<file path="src/rtl/fe_pkg.sv">
package fe_pkg;

    typedef enum logic {
        MODE_CURSOR = 1'b0,
        MODE_EDIT   = 1'b1
    } edit_mode_e;

    typedef struct packed {
        logic toggle;
        logic move;
        logic edit;
        logic up;
    } knob_action_t;

    function automatic logic [1:0] led_pattern(edit_mode_e m);
        return (m == MODE_EDIT) ? 2'b10 : 2'b01;
    endfunction

    // Column of digit idx, leftmost digit at column 0, one separator per group.
    function automatic int unsigned digit_column(int unsigned idx,
                                                 int unsigned ndig,
                                                 int unsigned grp);
        int unsigned rev;
        rev = ndig - 1 - idx;
        return rev + rev / grp;
    endfunction

endpackage

</file>
<file path="src/rtl/fe_cursor.sv">
module fe_cursor #(
    parameter int NUM_DIGITS = 9,
    parameter int IDX_W      = 4
) (
    input  logic             clk,
    input  logic             rst,
    input  logic             move_i,
    input  logic             toward_msd_i,
    output logic [IDX_W-1:0] idx_o
);
    localparam logic [IDX_W-1:0] TOP_IDX = IDX_W'(NUM_DIGITS - 1);

    always_ff @(posedge clk) begin
        if (rst) begin
            idx_o <= '0;
        end else if (move_i) begin
            if (toward_msd_i && idx_o != TOP_IDX) begin
                idx_o <= idx_o + 1'b1;
            end else if (!toward_msd_i && idx_o != '0) begin
                idx_o <= idx_o - 1'b1;
            end
        end
    end
endmodule

</file>
<file path="src/rtl/fe_digit_alu.sv">
module fe_digit_alu #(
    parameter int NUM_DIGITS = 9,
    parameter int IDX_W      = 4
) (
    input  logic [NUM_DIGITS*4-1:0] digits_i,
    input  logic [IDX_W-1:0]        idx_i,
    input  logic                    up_i,
    output logic [NUM_DIGITS*4-1:0] digits_o,
    output logic                    out_of_range_o
);
    logic [NUM_DIGITS:0] ripple;
    assign ripple[0] = 1'b0;

    for (genvar i = 0; i < NUM_DIGITS; i++) begin : g_dig
        logic [3:0] cur;
        logic       unit;
        logic [4:0] t;
        logic [3:0] res;
        logic       cout;

        assign cur  = digits_i[4*i +: 4];
        assign unit = (idx_i == IDX_W'(i));

        always_comb begin
            if (up_i) begin
                t = {1'b0, cur} + 5'(unit) + 5'(ripple[i]);
                if (t > 5'd9) begin
                    res  = 4'(t - 5'd10);
                    cout = 1'b1;
                end else begin
                    res  = t[3:0];
                    cout = 1'b0;
                end
            end else begin
                t = {1'b0, cur} - 5'(unit) - 5'(ripple[i]);
                if (t[4]) begin
                    res  = 4'(t + 5'd10);
                    cout = 1'b1;
                end else begin
                    res  = t[3:0];
                    cout = 1'b0;
                end
            end
        end

        assign digits_o[4*i +: 4] = res;
        assign ripple[i+1]        = cout;
    end

    assign out_of_range_o = ripple[NUM_DIGITS];
endmodule

</file>
<file path="src/rtl/fe_blank.sv">
module fe_blank #(
    parameter int NUM_DIGITS = 9,
    parameter int BLANK_TOP  = 2
) (
    input  logic [NUM_DIGITS*4-1:0] digits_i,
    output logic [NUM_DIGITS-1:0]   blank_o
);
    logic [NUM_DIGITS:0] lead_zero;
    assign lead_zero[NUM_DIGITS] = 1'b1;

    for (genvar i = NUM_DIGITS - 1; i >= 0; i--) begin : g_bl
        assign lead_zero[i] = lead_zero[i+1] & (digits_i[4*i +: 4] == 4'd0);
        if (i >= NUM_DIGITS - BLANK_TOP) begin : g_top
            assign blank_o[i] = lead_zero[i];
        end else begin : g_low
            assign blank_o[i] = 1'b0;
        end
    end
endmodule

</file>
<file path="src/rtl/freq_knob_editor.sv">
module freq_knob_editor
    import fe_pkg::*;
#(
    parameter int                      NUM_DIGITS = 9,
    parameter int                      GROUP      = 3,
    parameter int                      BLANK_TOP  = 2,
    parameter logic [NUM_DIGITS*4-1:0] RESET_BCD  = 36'h0_1000_0000
) (
    input  logic                                                  clk,
    input  logic                                                  rst,
    input  logic                                                  rot_left_i,
    input  logic                                                  rot_right_i,
    input  logic                                                  push_i,
    output logic [NUM_DIGITS*4-1:0]                               digits_o,
    output logic [$clog2(NUM_DIGITS)-1:0]                         cursor_o,
    output logic [$clog2(NUM_DIGITS + (NUM_DIGITS-1)/GROUP)-1:0]  cursor_col_o,
    output logic [NUM_DIGITS-1:0]                                 blank_o,
    output logic [1:0]                                            mode_led_o,
    output logic                                                  changed_o
);
    localparam int IDX_W    = $clog2(NUM_DIGITS);
    localparam int NUM_COLS = NUM_DIGITS + (NUM_DIGITS - 1) / GROUP;
    localparam int COL_W    = $clog2(NUM_COLS);

    edit_mode_e              mode_q;
    logic [NUM_DIGITS*4-1:0] value_q;
    logic [NUM_DIGITS*4-1:0] value_next;
    logic                    refused;
    logic                    changed_q;
    knob_action_t            act;

    // Push wins over rotation; opposite steps in one cycle cancel.
    always_comb begin
        act.toggle = push_i;
        act.move   = !push_i && (rot_left_i ^ rot_right_i) && (mode_q == MODE_CURSOR);
        act.edit   = !push_i && (rot_left_i ^ rot_right_i) && (mode_q == MODE_EDIT);
        act.up     = rot_right_i;
    end

    fe_cursor #(.NUM_DIGITS(NUM_DIGITS), .IDX_W(IDX_W)) cursor_u (
        .clk          (clk),
        .rst          (rst),
        .move_i       (act.move),
        .toward_msd_i (rot_left_i),
        .idx_o        (cursor_o)
    );

    fe_digit_alu #(.NUM_DIGITS(NUM_DIGITS), .IDX_W(IDX_W)) alu_u (
        .digits_i       (value_q),
        .idx_i          (cursor_o),
        .up_i           (act.up),
        .digits_o       (value_next),
        .out_of_range_o (refused)
    );

    fe_blank #(.NUM_DIGITS(NUM_DIGITS), .BLANK_TOP(BLANK_TOP)) blank_u (
        .digits_i (value_q),
        .blank_o  (blank_o)
    );

    always_ff @(posedge clk) begin
        if (rst) begin
            mode_q    <= MODE_CURSOR;
            value_q   <= RESET_BCD;
            changed_q <= 1'b0;
        end else begin
            changed_q <= act.edit && !refused;
            if (act.toggle) begin
                mode_q <= (mode_q == MODE_CURSOR) ? MODE_EDIT : MODE_CURSOR;
            end
            if (act.edit && !refused) begin
                value_q <= value_next;
            end
        end
    end

    always_comb begin
        cursor_col_o = '0;
        for (int i = 0; i < NUM_DIGITS; i++) begin
            if (cursor_o == IDX_W'(i)) begin
                cursor_col_o = COL_W'(digit_column(i, NUM_DIGITS, GROUP));
            end
        end
    end

    assign digits_o   = value_q;
    assign mode_led_o = led_pattern(mode_q);
    assign changed_o  = changed_q;
endmodule

</file>
<file path="config.mk">
export PLATFORM = sky130hd
export DESIGN_NAME = freq_knob_editor
export DESIGN_NICKNAME = d
export VERILOG_FILES = /design/src/rtl/fe_pkg.sv /design/src/rtl/fe_cursor.sv /design/src/rtl/fe_digit_alu.sv /design/src/rtl/fe_blank.sv /design/src/rtl/freq_knob_editor.sv
export SDC_FILE = /design/constraint.sdc
export NUM_CORES = 1
export LEC_CHECK = 0
export CORE_MARGIN = 8
export CORE_UTILIZATION = 40
export DETAILED_ROUTE_END_ITERATION = 10
export PLACE_DENSITY = 0.59
export SLEW_MARGIN = 20
export SYNTH_ARGS = -nofsm -noshare
export SYNTH_HDL_FRONTEND = slang
export SYNTH_SLANG_ARGS = --single-unit
</file>
<file path="constraint.sdc">
create_clock -name clk -period 17.2 [get_ports clk]
set_input_delay 2.58 -clock clk [delete_from_list [all_inputs] [get_ports clk]]
set_output_delay 2.58 -clock clk [all_outputs]
set_load 0.05 [all_outputs]
</file>
==> impl_metrics.tcl <==
set metrics [dict create \
    dp_hpwl_um 11200 \
    drive_above_1_share 0.0920 \
    fin_crit_ns 16.45 \
    status "completed" \
    ir_drop_mv 0.0342 \
    fin_worst_skew_ns 0.00632 \
    synth.area.top_cells "dfxtp_1, ha_1, inv_1, fa_1, xnor2_1" \
    worstMarginPinSlew_ns 0.978 \
    synth_seq_area_share 0.153 \
    drt_wl_total_um 15100 \
    firstDrtPassIters 5 \
    p_per_area_nw_per_um2 53.4 \
    grt_max_degree 58 \
    clkSinkCount 42 \
    instances_no_fill 941 \
    cts_buffer_depth 2 \
    hold_path_class "reg2reg" \
    yosysUniqueCellTypes 63 \
    synth-seq-cells 42 \
    clk_latency_ns 0.29 \
    yosysWarnings 0 \
    cts_buffers 5 \
    syn2layout_area_growth_pct 17.7 \
    synth_commonest_cells "inv_1, ha_1, nor2_1, nand2_1, o21ai_0" \
    drtIter0Drc 325 \
    cts.root.buffer_cell "clkbuf_16" \
    synth-edff-count 0 \
    slew-limit-headroom 0.347 \
    cts_tree "yes" \
    antenna_cells 0 \
    grt_pass1_wl_um 24700 \
    grt_antenna_before_repair 0 \
    grt_pass1_vias 4984 \
    ys.flop_type "dfxtp_1" \
    placeableCoreArea_sq_um 13700 \
    vias_per_cell 5.53 \
    grt_overflow 0 \
    yosys.area.top_type "dfxtp_1" \
    finalHoldViolCount 0 \
    fin_total_pwr_uw 345 \
    die_h_um 133 \
    place_congestion 0.914 \
    worst-endpoint-required_ns 17.43 \
    setup_viol 0 \
    syn_area_sq_um 5490 \
    synth_area_per_cell_sq_um 7.51 \
    hold_ws_ns 0.517 \
    timing.fmax_mhz 60.8 \
    vias 5204 \
    slew_viol_final 0 \
    gr-usage-all-layers 0.164 \
    ios 61 \
    power.leakage_nw 2.66 \
    dieArea_sq_um 17700 \
    cap_violations 0 \
    htree_levels 2 \
    io_buffers 53 \
    syn-instance-count 731 \
    critPathLaunchType "primary input" \
    nets 849 \
    yosysMostFrequentCell "inv_1" \
    async_flop_share 0 \
    drc 0 \
    start_util 0.402 \
    utilization 0.473 \
    row_count 43 \
    cp_max_fo 7 \
    period_share 0.956 \
    cpMaxStageDelayCell "a2111o_2" \
    end_kind "flop" \
    crit_type "in2reg" \
    wl_per_cell_um 16.1 \
    path_common_cell "inv_1" \
    ant_nets 0 \
    cp.arrival_ns 16.68 \
    setup_tns_ns 0 \
    synth_top_area_frac 0.153 \
    dpl.cell_count 933 \
    path_clk_slew_ns 0.06 \
    die_w_um 133 \
    cpPeakStageDelay_ns 0.59 \
]
critical path: cells and delay by family:
| kind | cells | cell delay, ns |
|---|---|---|
| adders and majority gates | 24 | 6.60 |
| AOI/OAI and AO/OA | 24 | 4.36 |
| buffers and inverters | 15 | 1.28 |
| xor gates and xnor gates | 7 | 1.03 |
| muxes | 3 | 0.48 |
| and+or+nand+nor | 2 | 0.31 |
what timing repair did:
| item | in CTS | in global routing |
|---|---|---|
| resized for setup | 6 | 48 |
| pin swaps | 3 | 12 |
| setup endpoints to repair | 31 | 37 |
| hold buffers | 0 | 0 |
| setup buffers | 0 | 1 |
layout make-up:
| cell class | count | area [sq um] |
|---|---|---|
| well taps | 180 | 225 |
| repair buffers | 62 | 601 |
| multi-input cells | 558 | 4310 |
| inverters | 92 | 345 |
| flip-flops and latches | 42 | 843 |
| fillers | 1349 | 7200 |
| clock buffers | 7 | 133 |
logic make-up after synthesis:
kind of cell	count (synthesis)	share of synthesized area
mux	6	0.0114
xor+xnor	59	0.0941
flops	42	0.153
buf+inv	137	0.103
other cells	1	0.000683
fa+ha+maj	83	0.211
simple gates	220	0.201
compound gates	183	0.226
registers in the layout (all words and copies together) (netlist names):
name	cells
cursor_u.idx_o	4
digits_o	36
mode_q	1
changed_o	1
cell usage in the layout, fill, tap and decap left out, types with 6 or more instances in the layout:
master	n
inv_1	91
nor2_1	59
ha_1	52
clkdlybuf4s50_1	52
nand2_1	44
o21ai_0	43
dfxtp_1	40
a21oi_1	36
xnor2_1	29
nand3_1	27
xor2_1	23
nand2b_1	18
nor3_1	15
nor4_1	14
fa_1	14
ha_2	14
o211ai_1	12
a31oi_1	10
nand3b_1	8
buf_4	8
nor2b_1	7
conb_1	7
o21a_1	6
a211oi_1	6
a221o_1	6
o31ai_1	6
through the flow:
| step | worst slack, ns | area [sq um] |
|---|---|---|
| 2_1_floorplan | 0.348 | 5510 |
| 3_3_place_gp | 0.225 | 6100 |
| 3_5_place_dp | -0.401 | 6100 |
| 4_1_cts | 0.00194 | 6260 |
| 5_1_grt | -0.147 | 6460 |
| 6_report | 0.749 | 6460 |
routing by layer:
metal  vias up  part of all wire  track usage
met5         -                 0            0
met4         0             0.015       0.0430
met3        16             0.046       0.0248
met2       135              0.47        0.273
met1      2478              0.46        0.217
li1       2575                 -            -
final timing paths:
check,start,to,slack (ns),cells after the start
max,rot_right_i,digits_o[19],0.75,75
min,digits_o[12],digits_o[12],0.52,2
min reg2reg,digits_o[12],digits_o[12],0.52,2
max reg2reg,cursor_u.idx_o[0],digits_o[19],0.88,84
where the power goes:
group | internal, mW | leakage [nW] | switching [mW]
Combinational | 0.0540 | 2.25 | 0.0902
Sequential | 0.100 | 0.341 | 0.00663
Clock | 0.0533 | 0.0640 | 0.0407
Note: power is estimated with default switching activity, not from simulation.
